==> src/rtl/lmw_pkg.sv <==
package lmw_pkg;

    typedef enum logic [1:0] {
        TGT_NONE  = 2'd0,
        TGT_BIOS  = 2'd1,
        TGT_VIDEO = 2'd2,
        TGT_MAIN  = 2'd3
    } tgt_e;

    typedef enum logic [2:0] {
        RG_BIOS, RG_GAP, RG_VID, RG_VID_EMU, RG_ID, RG_OOR, RG_MAIN
    } region_e;

    typedef enum logic [1:0] {
        ST_IDLE, ST_RESP, ST_HALT
    } state_e;

    localparam logic [19:0] BIOS_BASE = 20'hC0000;
    localparam logic [19:0] GAP_END   = 20'hD0000;
    localparam logic [19:0] VID_BASE  = 20'hA0000;
    localparam logic [19:0] VID_LAST  = 20'hBFFFF;
    localparam logic [19:0] ID_BASE   = 20'hFFFF5;

    localparam logic [63:0] ID_DATE     = "03/27/01";
    localparam logic [7:0]  ID_MODEL    = 8'hFC;
    localparam logic [7:0]  ID_SUBMODEL = 8'h00;

endpackage

==> src/rtl/lmw_decode.sv <==
module lmw_decode
    import lmw_pkg::*;
#(
    parameter int ADDR_W = 20
) (
    input  logic [ADDR_W-1:0] addr,
    input  logic [ADDR_W-1:0] bios_limit,
    input  logic [ADDR_W:0]   mem_size,
    input  logic              video_emu,
    output region_e           region,
    output logic [ADDR_W-1:0] offset
);
    localparam logic [ADDR_W-1:0] L_BIOS = ADDR_W'(BIOS_BASE);
    localparam logic [ADDR_W-1:0] L_GAPE = ADDR_W'(GAP_END);
    localparam logic [ADDR_W-1:0] L_VIDB = ADDR_W'(VID_BASE);
    localparam logic [ADDR_W-1:0] L_VIDL = ADDR_W'(VID_LAST);
    localparam logic [ADDR_W-1:0] L_IDB  = ADDR_W'(ID_BASE);

    logic in_video;
    assign in_video = (addr >= L_VIDB) && (addr <= L_VIDL);

    // Priority chain: emulation cut-off, BIOS, gap, video, id, range, main
    always_comb begin
        region = RG_MAIN;
        offset = addr;
        if (video_emu && in_video) begin
            region = RG_VID_EMU;
            offset = '0;
        end else if (addr >= L_BIOS && addr <= bios_limit) begin
            region = RG_BIOS;
            offset = addr - L_BIOS;
        end else if (addr > bios_limit && addr < L_GAPE) begin
            region = RG_GAP;
            offset = '0;
        end else if (in_video) begin
            region = RG_VID;
            offset = addr - L_VIDB;
        end else if (addr >= L_IDB) begin
            region = RG_ID;
            offset = '0;
        end else if ({1'b0, addr} >= mem_size) begin
            region = RG_OOR;
            offset = '0;
        end
    end

endmodule

==> src/rtl/lmw_idrom.sv <==
module lmw_idrom
    import lmw_pkg::*;
#(
    parameter int ADDR_W = 20,
    parameter int DATA_W = 32
) (
    input  logic [ADDR_W-1:0] addr,
    output logic [DATA_W-1:0] data
);
    localparam int LANES = DATA_W / 8;
    localparam logic [ADDR_W-1:0] L_IDB = ADDR_W'(ID_BASE);

    function automatic logic [7:0] id_byte(input logic [ADDR_W-1:0] i);
        if (i < ADDR_W'(8))       return ID_DATE[8*(7 - int'(i[2:0])) +: 8];
        else if (i == ADDR_W'(9)) return ID_MODEL;
        else if (i == ADDR_W'(10)) return ID_SUBMODEL;
        else                      return 8'h00;
    endfunction

    for (genvar k = 0; k < LANES; k++) begin : g_lane
        logic [ADDR_W-1:0] idx;
        assign idx = addr - L_IDB + ADDR_W'(k);
        assign data[8*k +: 8] = id_byte(idx);
    end

endmodule

==> src/rtl/lmw_router.sv <==
module lmw_router
    import lmw_pkg::*;
#(
    parameter int ADDR_W = 20,
    parameter int DATA_W = 32
) (
    input  logic              clk,
    input  logic              rst_n,
    input  logic              req_valid,
    output logic              req_ready,
    input  logic [ADDR_W-1:0] req_addr,
    input  logic [1:0]        req_size,
    input  logic              req_write,
    input  logic [DATA_W-1:0] req_wdata,
    input  logic [ADDR_W-1:0] cfg_bios_limit,
    input  logic [ADDR_W:0]   cfg_mem_size,
    input  logic              cfg_video_emu,
    output logic              rsp_valid,
    output logic [DATA_W-1:0] rsp_rdata,
    output logic              tgt_valid,
    output logic [1:0]        tgt_sel,
    output logic [ADDR_W-1:0] tgt_offset,
    output logic              tgt_write,
    output logic [1:0]        tgt_size,
    output logic [DATA_W-1:0] tgt_wdata,
    input  logic [DATA_W-1:0] tgt_rdata,
    output logic              addr_warn,
    output logic              halt
);
    localparam int LANES = DATA_W / 8;

    state_e            state_q, state_d;
    region_e           region_d, region_q;
    logic [ADDR_W-1:0] off_d, off_q, addr_q;
    logic [1:0]        size_q;
    logic              wr_q, halt_q, accept;
    logic [DATA_W-1:0] wdata_q, id_data, raw_data, lane_mask;
    tgt_e              sel;

    lmw_decode #(.ADDR_W(ADDR_W)) u_decode (
        .addr       (req_addr),
        .bios_limit (cfg_bios_limit),
        .mem_size   (cfg_mem_size),
        .video_emu  (cfg_video_emu),
        .region     (region_d),
        .offset     (off_d)
    );

    lmw_idrom #(.ADDR_W(ADDR_W), .DATA_W(DATA_W)) u_idrom (
        .addr (addr_q),
        .data (id_data)
    );

    assign accept = req_valid && (state_q == ST_IDLE);

    // State register
    always_ff @(posedge clk or negedge rst_n) begin
        if (!rst_n) state_q <= ST_IDLE;
        else        state_q <= state_d;
    end

    // Next state
    always_comb begin
        state_d = state_q;
        unique case (state_q)
            ST_IDLE: if (req_valid) state_d = ST_RESP;
            ST_RESP: state_d = halt_q ? ST_HALT : ST_IDLE;
            ST_HALT: state_d = ST_HALT;
            default: state_d = ST_IDLE;
        endcase
    end

    // Request capture and sticky halt
    always_ff @(posedge clk or negedge rst_n) begin
        if (!rst_n) begin
            region_q <= RG_MAIN;
            off_q    <= '0;
            addr_q   <= '0;
            size_q   <= '0;
            wr_q     <= 1'b0;
            wdata_q  <= '0;
            halt_q   <= 1'b0;
        end else if (accept) begin
            region_q <= region_d;
            off_q    <= off_d;
            addr_q   <= req_addr;
            size_q   <= req_size;
            wr_q     <= req_write;
            wdata_q  <= req_wdata;
            if (region_d == RG_OOR) halt_q <= 1'b1;
        end
    end

    // Lane enables from the access size
    for (genvar k = 0; k < LANES; k++) begin : g_mask
        logic on;
        if (k == 0)      begin : g_b assign on = 1'b1; end
        else if (k == 1) begin : g_w assign on = (size_q != 2'd0); end
        else             begin : g_d assign on = size_q[1]; end
        assign lane_mask[8*k +: 8] = {8{on}};
    end

    // Outputs
    always_comb begin
        req_ready = (state_q == ST_IDLE);
        rsp_valid = (state_q == ST_RESP);
        unique case (region_q)
            RG_BIOS:                 sel = TGT_BIOS;
            RG_VID:                  sel = TGT_VIDEO;
            RG_GAP, RG_OOR, RG_MAIN: sel = TGT_MAIN;
            default:                 sel = TGT_NONE;
        endcase
        tgt_sel    = sel;
        tgt_valid  = rsp_valid && (sel != TGT_NONE);
        tgt_offset = off_q;
        tgt_write  = wr_q;
        tgt_size   = size_q;
        tgt_wdata  = wdata_q;
        if (wr_q)                  raw_data = '0;
        else if (region_q == RG_ID) raw_data = id_data;
        else if (sel != TGT_NONE)  raw_data = tgt_rdata;
        else                       raw_data = '0;
        rsp_rdata = raw_data & lane_mask;
        addr_warn = rsp_valid && (region_q == RG_GAP);
        halt      = halt_q;
    end

endmodule

==> config.mk <==
export PLATFORM = sky130hd
export DESIGN_NAME = lmw_router
export DESIGN_NICKNAME = d
export VERILOG_FILES = /design/src/rtl/lmw_pkg.sv /design/src/rtl/lmw_decode.sv /design/src/rtl/lmw_idrom.sv /design/src/rtl/lmw_router.sv
export SDC_FILE = /design/constraint.sdc
export NUM_CORES = 1
export LEC_CHECK = 0
export BUFFER_PORTS_ARGS = -buffer_cell sky130_fd_sc_hd__clkbuf_2
export CORE_ASPECT_RATIO = 0.9
export CORE_MARGIN = 3
export CORE_UTILIZATION = 48
export DETAILED_ROUTE_END_ITERATION = 6
export GPL_TIMING_DRIVEN = 0
export PLACE_DENSITY = 0.79
export REMOVE_ABC_BUFFERS = 1
export SLEW_MARGIN = 10
export SYNTH_ARGS = -nofsm -noshare
export SYNTH_HDL_FRONTEND = slang
export SYNTH_SLANG_ARGS = --single-unit
==> constraint.sdc <==
create_clock -name clk -period 6 [get_ports clk]
set_clock_uncertainty 0.1 [all_clocks]
set_input_delay 1.8 -clock clk [delete_from_list [all_inputs] [get_ports clk]]
set_output_delay 1.8 -clock clk [all_outputs]
set_load 0.01 [all_outputs]
==> results, run 1 <==
- The final reports fail on setup timing.
- The maximum number of pins on one net before global-route repair is between 70 and 80.
- Along the worst path, the maximum fanout reaches 6.
- The prevailing post-synth register cell is sky130_fd_sc_hd__dfrtp_1.
- STA classifies the critical path endpoint as an output pin.
- The number of antenna violations at the first check in global routing is 0.
- The critical path's slowest cell is sky130_fd_sc_hd__or4b_4.
- The adder and majority cell fraction of the synthesized area is around a tenth.
- After the flow finishes, the layout carries non-filler instances totaling 1384.
- The maximum achievable frequency is 0.161 GHz.
- The number of buffers added by the clock tree synthesis step is 9.
- The aggregate negative setup slack is -1.84 ns.
- The synthesized design contains 81 register bits.
- After synthesis, the share of cell area in mux cells is around 1.1%.
- Clock tree synthesis found a total of 81 sinks.
- From left edge to right edge, the die measures between 100 and 150 um.
- VDD sags by at most ~270 uV.
- Summed over all layers, the routed wires come to 23500 um.
- After layout, the minimum clock period comes to 6.23 ns.
- The worst setup path is launched from a flip-flop.
- The clock passes through at most 2 buffers.
- Before antenna repair, the detailed router went through 6 iterations.
- The net total in the final layout is 1370.
- Including well taps, the total number of placed cells is 1339.
- Summing the areas of all and, or, nand and nor instances in the mapped netlist gives between 20 and 30% of the synthesized area.
- Of the total power, registers draw a little under a quarter.
- The vertical extent of the die is 123 um.
- The run finished, with violations left.
- The area of the die is between 0.015 and 0.02 mm2.
- The share of total power dissipated in combinational logic is 65.6%.
- The share of post-route cells with drive strength above 1 is 29.4%.
- Headroom to the max-slew limit came out at 28.5%.
- Summed over all cells, the static leakage comes to 0.00466 uW.
- The number of global-route vias before repair was 7354.
- The final count of hold timing violations was 0.
- The proportion of power drawn by the clock network is 11.7%.
- The first global-routing pass estimated about 37000 um of wire.
- The dominant combinational cell family by area after synthesis is simple AND/OR/NAND/NOR gates.
- The post-synthesis sequential area ratio is 27.8%.
- The count of distinct cell types in the synthesized netlist is 76.
- In this run, post-CTS hold repair placed 0 buffers.
- The path class of the lowest-slack min-delay path is reg2reg.
- After legalization and detailed placement, the total HPWL measured ~17000 um.
- Global routing consumed, over all layers together, a little over a quarter of the routing resources.
- For this block, the via count after detailed routing is 8183.
- In the routed design, unresolved DRC markers number 0.
- The critical path in this run is classified as reg2out.
- The ratio of total power to cell area is 518 mW/mm2.
- After clock tree synthesis, the clock-pin slew on the worst setup and hold paths is 0.06 ns.
- Power comes to 4900 uW.
- The post-synthesis compound-gate area fraction is 22.5%.
- The clock tree from TritonCTS is yes.
- The count of nets left with antenna violations once routing finished came out at 0.
- In this run the tool buffered the top-level ports with 225 buffer cells.
- Setup violations remaining at the end of the flow were counted as 15.
- The tool flagged a number of max-cap violations equal to 0.
- Relative to the synthesized area, the layout overhead comes to 29.5%.
- The H-tree level count is 3.
- The weighted congestion reported at the end of routability-driven placement is between 0.9 and 1.
- The mapped cell area is 0.00731 mm2.
- After technology mapping, the gate count stands at 965.
- Using the TritonRoute via totals, the vias-per-cell ratio works out to 5.91.
- The signal arrival time at the worst endpoint is 4.33 ns.
- The xor-xnor portion of the synthesized cell area is 4.55%.
- The clock network latency to the later pin of the worst-skew pair is 0.34 ns.
- In this run the standard cell core region covers about 0.015 mm2.
- Once the floorplan was initialized, standard cells occupied 49.3% of the core.
- The final max-slew violation count is 0.
- The repair_antennas step left the layout with diodes totalling 0.
- The cell row count is 42.
- The number of DRC markers in iteration 0 is 660.
- The average wire per standard cell is about 17 um.
- Summed over all nets, the switching power comes to 2480 uW.
- The net switching fraction of the power is 50.6%.
- The actual transition at the worst max-transition pin is 1.07 ns.
- Walking the worst path, the cells encountered are clkinvlp_4 -> ha_4 -> buf_6 -> or3b_4 -> a211oi_4 -> o2bb2ai_4 -> a211o_1 -> or4b_4 -> or3_4 -> a211o_4 -> or4_4 -> a21oi_2 -> nor2b_1 -> buf_2.
- The yosys synthesis warning count is 0.
- In the synthesized netlist the async set-or-reset flop fraction comes to 100%.
- The aggregate global routing overflow is 0.
- STA puts the critical path data required time at slightly above 4 ns.
- Pin placement for this block handled 226 I/O pins.
- The worst reg-to-reg path cell count is 5.
- Setup repair after global routing could not meet its margin everywhere.
- The final clock period utilization by the worst path is 104%.
- The internal power is 2420 uW.
- In the post-route analysis, the smallest setup slack over all paths is -0.230 ns.
- Each instance of the synthesized netlist takes up on average 7.57 um2.
- The number of synthesized flops with an enable pin is 0.
- Clock tree synthesis selected as its root buffer the cell sky130_fd_sc_hd__clkbuf_16.
- The maximum single-stage delay on the critical path is approximately 0.49 ns.
- The depth of the worst hold-timing path is 2.
-- final cells by class --
cell class	count	area, um2
Fill cell	1296	5350
Multi-Input combinational cell	775	5220
Sequential cell	81	2050
Timing Repair Buffer	256	1420
Tap cell	198	248
Clock buffer	10	239
Inverter	58	221
Clock inverter	6	72.6
-- power by group through the flow --
stage                     sequential (uW)  combinational (uW)  clock [uW]
after floorplan                      1140                1820           0
after global placement               1120                2720           0
after detailed placement             1120                2770           0
after CTS                            1120                2980         580
after global routing                 1160                3490         603
final                                1110                3220         575
-- metrics by stage --
stage               area [um2]  setup WS [ns]  util, %  hold WS [ns]
finish                    9470         -0.230     63.9         0.372
global route              9470         -0.353     63.9         0.397
CTS                       9200         -0.115     62.1         0.377
detailed placement        8540         -0.873     57.6         0.361
global placement          8480         -0.884     57.2         0.353
floorplan                 7110        -0.0995        -         0.359
-- metal layers --
layer	vias up	GRT usage [%]	wire length [um]
met5	-	0	0
met4	0	9.38	702
met3	59	4.68	2100
met2	446	44.2	11100
met1	3794	35.9	9610
li1	3884	-	-
-- placed cells by master (no fill, tap or decap), types with 5 or more instances in the layout --
master	count
sky130_fd_sc_hd__nand2_1	223
sky130_fd_sc_hd__clkbuf_2	216
sky130_fd_sc_hd__dfrtp_1	68
sky130_fd_sc_hd__ha_1	55
sky130_fd_sc_hd__inv_1	54
sky130_fd_sc_hd__nor2_1	45
sky130_fd_sc_hd__o21ai_0	41
sky130_fd_sc_hd__a21oi_1	39
sky130_fd_sc_hd__xnor2_1	27
sky130_fd_sc_hd__nand4_1	25
sky130_fd_sc_hd__buf_4	25
sky130_fd_sc_hd__a22o_1	18
sky130_fd_sc_hd__nor3_1	17
sky130_fd_sc_hd__nand3_1	16
sky130_fd_sc_hd__nor2b_1	14
sky130_fd_sc_hd__nor4_1	13
sky130_fd_sc_hd__nand2b_1	12
sky130_fd_sc_hd__a21o_1	12
sky130_fd_sc_hd__a22oi_1	12
sky130_fd_sc_hd__and2_1	11
sky130_fd_sc_hd__a211oi_1	11
sky130_fd_sc_hd__dfrtp_2	10
sky130_fd_sc_hd__clkbuf_16	9
sky130_fd_sc_hd__o211ai_1	8
sky130_fd_sc_hd__a31oi_1	8
sky130_fd_sc_hd__and3_1	7
sky130_fd_sc_hd__or3_1	7
sky130_fd_sc_hd__xor2_1	7
sky130_fd_sc_hd__o21a_1	7
sky130_fd_sc_hd__buf_2	7
sky130_fd_sc_hd__o31ai_1	6
sky130_fd_sc_hd__mux2i_1	6
sky130_fd_sc_hd__nor4_2	6
sky130_fd_sc_hd__or2_2	5
sky130_fd_sc_hd__and4_1	5
sky130_fd_sc_hd__o211a_1	5
-- worst paths after layout --
| kind | slack, ns | from | to |
|---|---|---|---|
| max | -0.23 | addr_q[0] | rsp_rdata[30] |
| min | 0.37 | tgt_wdata[10] | tgt_wdata[10] |
| max reg2reg | 3.24 | state_q[1] | halt |
| min reg2reg | 0.37 | tgt_wdata[10] | tgt_wdata[10] |
| max in group asynchronous | 3.90 | rst_n | region_q[1] |
| min in group asynchronous | 1.28 | rst_n | tgt_wdata[22] |
-- cell families (layout without fill, tap and decap cells) --
kind of cell	count (synthesis)	count (layout)
simple gates	437	437
compound gates	235	235
buf+inv	109	330
flops	81	81
fa+ha+maj	57	57
xor+xnor	38	38
mux	8	8
-- critical path: cells and delay by family (launching register included) --
family                     cells  cell delay, ns
and+or+nand+nor                5            1.79
buffers and inverters          3            0.38
adders and majority gates      1            0.20
AOI/OAI and AO/OA              5            1.22
DFF                            1            0.39
-- flip-flops by register name, indices dropped and copies added (netlist names) --
name	count
addr_q	20
halt	1
region_q	3
state_q	2
tgt_offset	20
tgt_size	2
tgt_wdata	32
tgt_write	1
-- synthesized netlist by cell type, types with 14 or more instances --
library cell	count	share of area, %
sky130_fd_sc_hd__nand4_1	25	2.1
sky130_fd_sc_hd__nand2_1	224	12
sky130_fd_sc_hd__inv_1	56	2.9
sky130_fd_sc_hd__nor2_1	46	2.4
sky130_fd_sc_hd__clkbuf_1	43	2.2
sky130_fd_sc_hd__nor4_1	19	1.6
sky130_fd_sc_hd__a21oi_1	42	2.9
sky130_fd_sc_hd__dfrtp_1	79	27
sky130_fd_sc_hd__nand3_1	17	1.2
sky130_fd_sc_hd__nor2b_1	15	1.3
sky130_fd_sc_hd__a22o_1	18	2.2
sky130_fd_sc_hd__xnor2_1	28	3.4
sky130_fd_sc_hd__ha_1	57	9.8
sky130_fd_sc_hd__nand2b_1	14	1.2
sky130_fd_sc_hd__nor3_1	19	1.3
sky130_fd_sc_hd__o21ai_0	44	3.0
-- repair_timing --
item,CTS,global route
pin swaps,16,19
setup buffers,14,15
setup endpoints to repair,32,26
resized for setup,57,37
Power figures use the tool's default switching activity.
==> inputs of run 2 (changes only) <==
--- a/config.mk
+++ b/config.mk
@@ -13,6 +13,7 @@
 export GPL_TIMING_DRIVEN = 0
 export PLACE_DENSITY = 0.79
 export REMOVE_ABC_BUFFERS = 1
+export SETUP_SLACK_MARGIN = 0.2
 export SLEW_MARGIN = 10
 export SYNTH_ARGS = -nofsm -noshare
 export SYNTH_HDL_FRONTEND = slang
==> results, run 2 (synthesis results as in run 1) <==
- The type of destination of the critical path was an output pin (unchanged).
- The final max-slew violation count came to 0 (unchanged).
- The actual transition at the worst max-transition pin is 1.06 ns (was 1.07 ns).
- The area added between synthesis and finish came to 32.3% (was 29.5%).
- The maximum number of pins on one net before global-route repair is 75 (unchanged).
- The H-tree level count was 3 (unchanged).
- The aggregate negative setup slack is -0.321 ns (was -1.84 ns).
- The number of primary I/O pins was 226 (unchanged).
- The count of buffers inserted at the top-level ports was 225 (unchanged).
- The area of the die came to 0.0167 mm2 (unchanged).
- The number of antenna violations at the first check in global routing is 0 (unchanged).
- The final cell count without fillers is 1397 (was 1384).
- The peak supply drop is 273 uV (was 274 uV).
- The average wire per standard cell came to 17.1 um (was 17.0 um).
- The clock tree from TritonCTS is yes (unchanged).
- The signal arrival time at the worst endpoint is 4.21 ns (was 4.33 ns).
- Run status: finished with violations (unchanged).
- The share of post-route cells with drive strength above 1 is 31.3% (was 29.4%).
- The overall fraction of global-route tracks in use is 27.0% (was 26.9%).
- The cell row count was 42 (unchanged).
- The critical path startpoint category is a flip-flop (unchanged).
- The path class of the lowest-slack min-delay path is reg2reg (unchanged).
- The first-pass GRT wire length is 36700 um (was 36600 um).
- The mean number of vias per cell is 5.88 (was 5.91).
- The net total in the final layout came to 1383 (was 1370).
- The number of placed cells counting well taps is 1339 (unchanged).
- The post-DP HPWL was 17400 um (unchanged).
- The detailed-routing iteration count for the pre-antenna-repair pass is 5 (was 6).
- Commonest cells after routing, fill and taps aside: 222 x sky130_fd_sc_hd__nand2_1, 208 x sky130_fd_sc_hd__clkbuf_2, 66 x sky130_fd_sc_hd__dfrtp_1 (was 223 x sky130_fd_sc_hd__nand2_1, 216 x sky130_fd_sc_hd__clkbuf_2, 68 x sky130_fd_sc_hd__dfrtp_1).
- The count of hold-fix buffers inserted at cts is 0 (unchanged).
- The type of the worst setup path was reg2out (unchanged).
- The total routed wirelength is 23900 um (was 23500 um).
- The standby leakage power is 0.00473 uW (was 0.00466 uW).
- The ratio of total power to cell area is 519 mW/mm2 (was 518 mW/mm2).
- The weighted congestion reported at the end of routability-driven placement is 0.940 (unchanged).
- The maximum fanout along the worst path is 8 (was 6).
- The max-cap violation count is 0 (unchanged).
- Violated checks: setup timing (unchanged).
- The total power of the final layout is 5020 uW (was 4900 uW).
- The area inside the core boundary came to 0.0148 mm2 (unchanged).
- The clock network latency to the later pin of the worst-skew pair is 0.34 ns (about the same).
- The worst reg-to-reg path cell count is 5 (unchanged).
- The cell at the root of the clock tree is sky130_fd_sc_hd__clkbuf_16 (unchanged).
- The initial core utilization is 49.3% (unchanged).
- The clock sink count is 81 (unchanged).
- The number of global-route vias before repair is 7369 (was 7354).
- The endpoint required time on the critical path was 4.10 ns (about the same).
- The final routed DRC violation total is 0 (unchanged).
- Unrepaired setup endpoints after global routing: true (unchanged).
- The number of antenna diodes is 0 (unchanged).
- The horizontal die dimension is 136 um (unchanged).
- The final setup violation count was 8 (was 15).
- The number of buffers added by the clock tree synthesis step is 9 (unchanged).
- The aggregate global routing overflow came to 0 (unchanged).
- The CTS clock-pin slew for the worst setup and hold paths is 0.06 ns (about the same).
- The maximum clock insertion buffer count is 2 (unchanged).
- The final count of hold timing violations is 0 (unchanged).
- The flip-flop count of the largest register after layout is 32 (unchanged).
- The clock period minus final worst setup slack is 6.11 ns (was 6.23 ns).
- The normalized max-slew margin is 29.3% (was 28.5%).
- The final clock period utilization by the worst path came to 102% (was 104%).
- The depth of the worst hold-timing path is 2 (unchanged).
- The number of DRC markers in iteration 0 is 773 (was 660).
- The final worst slack is -0.108 ns (was -0.230 ns).
- The setup slack on the worst flop-to-flop path is 3.26 ns (was 3.24 ns).
- The maximum achievable frequency is 0.164 GHz (was 0.161 GHz).
- The most common library cell in the layout ignoring fill and taps is sky130_fd_sc_hd__nand2_1 (unchanged).
- The number of antenna-violating nets in the routed design is 0 (unchanged).
- The vertical extent of the die is 123 um (unchanged).
- The overall via count from detail_route came to 8218 (was 8183).
run 2: cell count changes in the layout (fill, tap and decap cells not counted), moves of 3 or more:
| cell | previous run | this run |
|---|---|---|
| sky130_fd_sc_hd__clkbuf_2 | 216 | 208 |
| sky130_fd_sc_hd__buf_4 | 25 | 38 |
| sky130_fd_sc_hd__nor4_4 | 1 | 4 |
| sky130_fd_sc_hd__buf_2 | 7 | 14 |
run 2: worst paths after layout:
path,start,endpoint
max in group asynchronous,rst_n,region_q[1]
setup / recovery,addr_q[1],rsp_rdata[30]
hold reg to reg,tgt_wdata[10],tgt_wdata[10]
setup reg to reg,state_q[1],halt
min in group asynchronous,rst_n,tgt_wdata[22]
hold / removal,tgt_wdata[10],tgt_wdata[10]
run 2: where the power goes:
| part | leakage [uW] | total (uW) | switching [uW] | internal, uW |
|---|---|---|---|---|
| Sequential | 0.000989 | 1110 | 288 | 823 |
| Combinational | 0.00359 | 3330 | 2020 | 1310 |
| Clock | 0.000155 | 575 | 235 | 340 |
| Total | 0.00473 | 5020 | 2550 | 2470 |
run 2: through the flow:
stage                     utilization [%]  instance area [um2]  setup WS (ns)  hold WS (ns)
after CTS                            62.7                 9290         -0.102         0.377
after global routing                 65.2                 9670         -0.301         0.397
after detailed placement             57.6                 8540         -0.873         0.361
final                                65.2                 9670         -0.108         0.373
after global placement               57.2                 8480         -0.884         0.353
after floorplan                         -                 7110        -0.0995         0.359
run 2: final cells by class:
cell class / count / area [um2]
repair buffers: 269 / 1510
fillers: 1274 / 5150
flip-flops and latches: 81 / 2050
well taps: 198 / 248
clock inverters: 6 / 72.6
multi-input cells: 775 / 5330
inverters: 58 / 221
clock buffers: 10 / 239
run 2: routing by layer:
layer  wire (um)  up-vias  GRT usage (%)
li1            -     3904              -
met1        9870     3850           36.0
met2       11400      408           44.7
met3        1970       56           4.68
met4         680        0           8.75
met5           0        -              0
run 2: critical path, stage by stage (launching register included):
cell and delay [ns]:
sky130_fd_sc_hd__dfrtp_2 0.41, sky130_fd_sc_hd__inv_2 0.12, sky130_fd_sc_hd__ha_4 0.21, sky130_fd_sc_hd__or4b_4 0.51, sky130_fd_sc_hd__a41o_1 0.27, sky130_fd_sc_hd__nand3_2 0.17
sky130_fd_sc_hd__o21ai_4 0.13, sky130_fd_sc_hd__or4b_4 0.55, sky130_fd_sc_hd__or3_1 0.31, sky130_fd_sc_hd__a211o_1 0.32, sky130_fd_sc_hd__or4_4 0.43, sky130_fd_sc_hd__a21oi_2 0.14
sky130_fd_sc_hd__nor2b_1 0.15, sky130_fd_sc_hd__buf_2 0.14
run 2: timing repair:
item | in CTS | in global routing
resized for setup | 65 | 63
setup buffers | 18 | 24
endpoints found under the setup margin | 32 | 32
pin swaps | 24 | 11
==> inputs of run 3 (changes only) <==
--- a/config.mk
+++ b/config.mk
@@ -11,7 +11,7 @@
 export CORE_UTILIZATION = 48
 export DETAILED_ROUTE_END_ITERATION = 6
 export GPL_TIMING_DRIVEN = 0
-export PLACE_DENSITY = 0.79
+export PLACE_DENSITY = 0.84
 export REMOVE_ABC_BUFFERS = 1
 export SETUP_SLACK_MARGIN = 0.2
 export SLEW_MARGIN = 10
==> results, run 3 (synthesis results as in run 1) <==
- The clock tree from TritonCTS was yes (unchanged).
- The type of the worst setup path is reg2out (unchanged).
- The total routed wirelength is 23700 um (was 23900 um).
- The area added between synthesis and finish is 29.9% (was 32.3%).
- The share of post-route cells with drive strength above 1 is 30.0% (was 31.3%).
- The pre-CTS setup slack is -0.963 ns (was -0.873 ns).
- The initial core utilization is 49.3% (unchanged).
- The endpoint required time on the critical path is 4.10 ns (about the same).
- The average wire per standard cell is 17.0 um (was 17.1 um).
- Unrepaired setup endpoints after global routing: true (unchanged).
- Run status: finished with violations (unchanged).
- The mean number of vias per cell is 5.91 (was 5.88).
- The final max-slew violation count is 0 (unchanged).
- The critical path startpoint category is a flip-flop (unchanged).
- The CTS clock-pin slew for the worst setup and hold paths is 0.06 ns (about the same).
- The signal arrival time at the worst endpoint came to 4.19 ns (was 4.21 ns).
- The cell at the root of the clock tree is sky130_fd_sc_hd__clkbuf_16 (unchanged).
- The weighted congestion reported at the end of routability-driven placement is 0.978 (was 0.940).
- The critical path buffer and inverter count came to 2 (unchanged).
- The vertical extent of the die is 123 um (unchanged).
- The horizontal die dimension is 136 um (unchanged).
- The final clock period utilization by the worst path came to 101% (was 102%).
- The ratio of total power to cell area came to 514 mW/mm2 (was 519 mW/mm2).
- The count of buffers inserted at the top-level ports is 225 (unchanged).
- The most common library cell in the layout ignoring fill and taps is sky130_fd_sc_hd__nand2_1 (unchanged).
- The maximum single-stage delay on the critical path was 0.52 ns (was 0.55 ns).
- The path class of the lowest-slack min-delay path is reg2reg (unchanged).
- The aggregate global routing overflow is 0 (unchanged).
- Commonest cells after routing, fill and taps aside: 223 x sky130_fd_sc_hd__nand2_1, 216 x sky130_fd_sc_hd__clkbuf_2, 67 x sky130_fd_sc_hd__dfrtp_1 (was 222 x sky130_fd_sc_hd__nand2_1, 208 x sky130_fd_sc_hd__clkbuf_2, 66 x sky130_fd_sc_hd__dfrtp_1).
- The maximum fanout along the worst path was 6 (was 8).
- The net total in the final layout is 1376 (was 1383).
- The clock period minus final worst setup slack is 6.09 ns (was 6.11 ns).
- The number of DRC markers in iteration 0 came to 620 (was 773).
- The number of antenna violations at the first check in global routing is 0 (unchanged).
- The flip-flop count of the largest register after layout is 32 (unchanged).
- The maximum achievable frequency is 0.164 GHz (about the same).
- The clock network latency to the later pin of the worst-skew pair is 0.34 ns (about the same).
- The detailed-routing iteration count for the pre-antenna-repair pass is 5 (unchanged).
- The number of antenna diodes is 0 (unchanged).
- The type of destination of the critical path is an output pin (unchanged).
- The final setup violation count is 8 (unchanged).
- The number of antenna-violating nets in the routed design came to 0 (unchanged).
- The final count of hold timing violations is 0 (unchanged).
- The first-pass GRT wire length is 37100 um (was 36700 um).
- The maximum clock insertion buffer count was 2 (unchanged).
- The overall via count from detail_route is 8211 (was 8218).
- The area inside the core boundary is 0.0148 mm2 (unchanged).
- The maximum number of pins on one net before global-route repair is 75 (unchanged).
- Violated checks: setup timing (unchanged).
- The critical path's slowest cell is sky130_fd_sc_hd__or4b_4 (unchanged).
- The number of primary I/O pins is 226 (unchanged).
- The area of the die is 0.0167 mm2 (unchanged).
- The peak supply drop came to 289 uV (was 273 uV).
- The max-cap violation count was 0 (unchanged).
- The normalized max-slew margin is 31.0% (was 29.3%).
- The number of buffers added by the clock tree synthesis step came to 9 (unchanged).
- The clock sink count is 81 (unchanged).
- The H-tree level count is 3 (unchanged).
- The standby leakage power came to 0.00468 uW (was 0.00473 uW).
- The aggregate negative setup slack is -0.378 ns (was -0.321 ns).
- Chain of cells forming the critical path: clkinvlp_4 -> ha_4 -> or3b_4 -> a211oi_4 -> o2bb2ai_4 -> a211o_1 -> or4b_4 -> or3_1 -> a211o_1 -> or4_4 -> a21oi_2 -> nor2b_1 -> buf_2 (was inv_2 -> ha_4 -> or4b_4 -> a41o_1 -> nand3_2 -> o21ai_4 -> or4b_4 -> or3_1 -> a211o_1 -> or4_4 -> a21oi_2 -> nor2b_1 -> buf_2).
- The final worst slack is -0.0855 ns (was -0.108 ns).
- The post-DP HPWL came to 17600 um (was 17400 um).
- The cell family with the largest share of critical-path delay was simple AND/OR/NAND/NOR gates (unchanged).
- The actual transition at the worst max-transition pin is 1.03 ns (was 1.06 ns).
- The cell row count is 42 (unchanged).
- The number of global-route vias before repair was 7552 (was 7369).
- The final routed DRC violation total is 0 (unchanged).
- The overall fraction of global-route tracks in use was 27.2% (was 27.0%).
- The cell type with the highest occurrence count on the critical path is sky130_fd_sc_hd__a211o_1 (was sky130_fd_sc_hd__or4b_4).
-- run 3: worst register-to-register path: cells and delay by family, from the launching register on --
kind | cells | cell delay, ns
AOI/OAI and AO/OA | 1 | 0.19
buffers and inverters | 1 | 0.99
DFF | 1 | 0.40
and+or+nand+nor | 3 | 1.01
-- run 3: layout make-up --
cell class	count	area, um2
timing repair buffer	262	1460
sequential	81	2050
clock inverter	5	38.8
inverter	58	221
fill	1289	5330
clock buffer	11	243
tap	198	248
multi-input combinational	775	5240
-- run 3: metrics by stage --
stage | util [%] | cells | hold WS (ns) | total power (uW) | area [um2]
floorplan | - | 914 | 0.359 | 2960 | 7110
global placement | 57.2 | 1337 | 0.356 | 3850 | 8480
detailed placement | 57.5 | 1339 | 0.361 | 3900 | 8530
CTS | 63.2 | 1383 | 0.377 | 4740 | 9370
global route | 64.0 | 1390 | 0.396 | 5240 | 9490
finish | 64.0 | 1390 | 0.375 | 4880 | 9490
-- run 3: metal layers --
| metal | GRT usage (%) | routed length, um | vias up |
|---|---|---|---|
| li1 | - | - | 3906 |
| met4 | 9.89 | 742 | 0 |
| met3 | 4.48 | 1780 | 67 |
| met5 | 0 | 0 | - |
| met1 | 36.2 | 10000 | 3852 |
| met2 | 45.0 | 11200 | 386 |
-- run 3: report_power, final --
part	leakage, uW	switching, uW	internal, uW
clock network	0.000137	223	295
logic	0.00356	1980	1270
registers	0.000990	283	823
total	0.00468	2490	2390
-- run 3: path summary, 6_finish.rpt --
path                         startpoint       endpoint  slack, ns  cells after the start
max                           addr_q[0]  rsp_rdata[30]      -0.09                     13
min                        tgt_wdata[9]   tgt_wdata[9]       0.38                      2
max reg2reg                  state_q[1]           halt       3.24                      5
min reg2reg                tgt_wdata[9]   tgt_wdata[9]       0.38                      2
max in group asynchronous         rst_n    region_q[1]       3.77                      2
min in group asynchronous         rst_n  tgt_wdata[31]       1.37                      1
-- run 3: repair_timing --
| action | in CTS | in global routing |
|---|---|---|
| setup buffers | 28 | 7 |
| pin swaps | 23 | 7 |
| hold buffers | 0 | 0 |
| endpoints found under the setup margin | 32 | 32 |
| resized for setup | 72 | 22 |
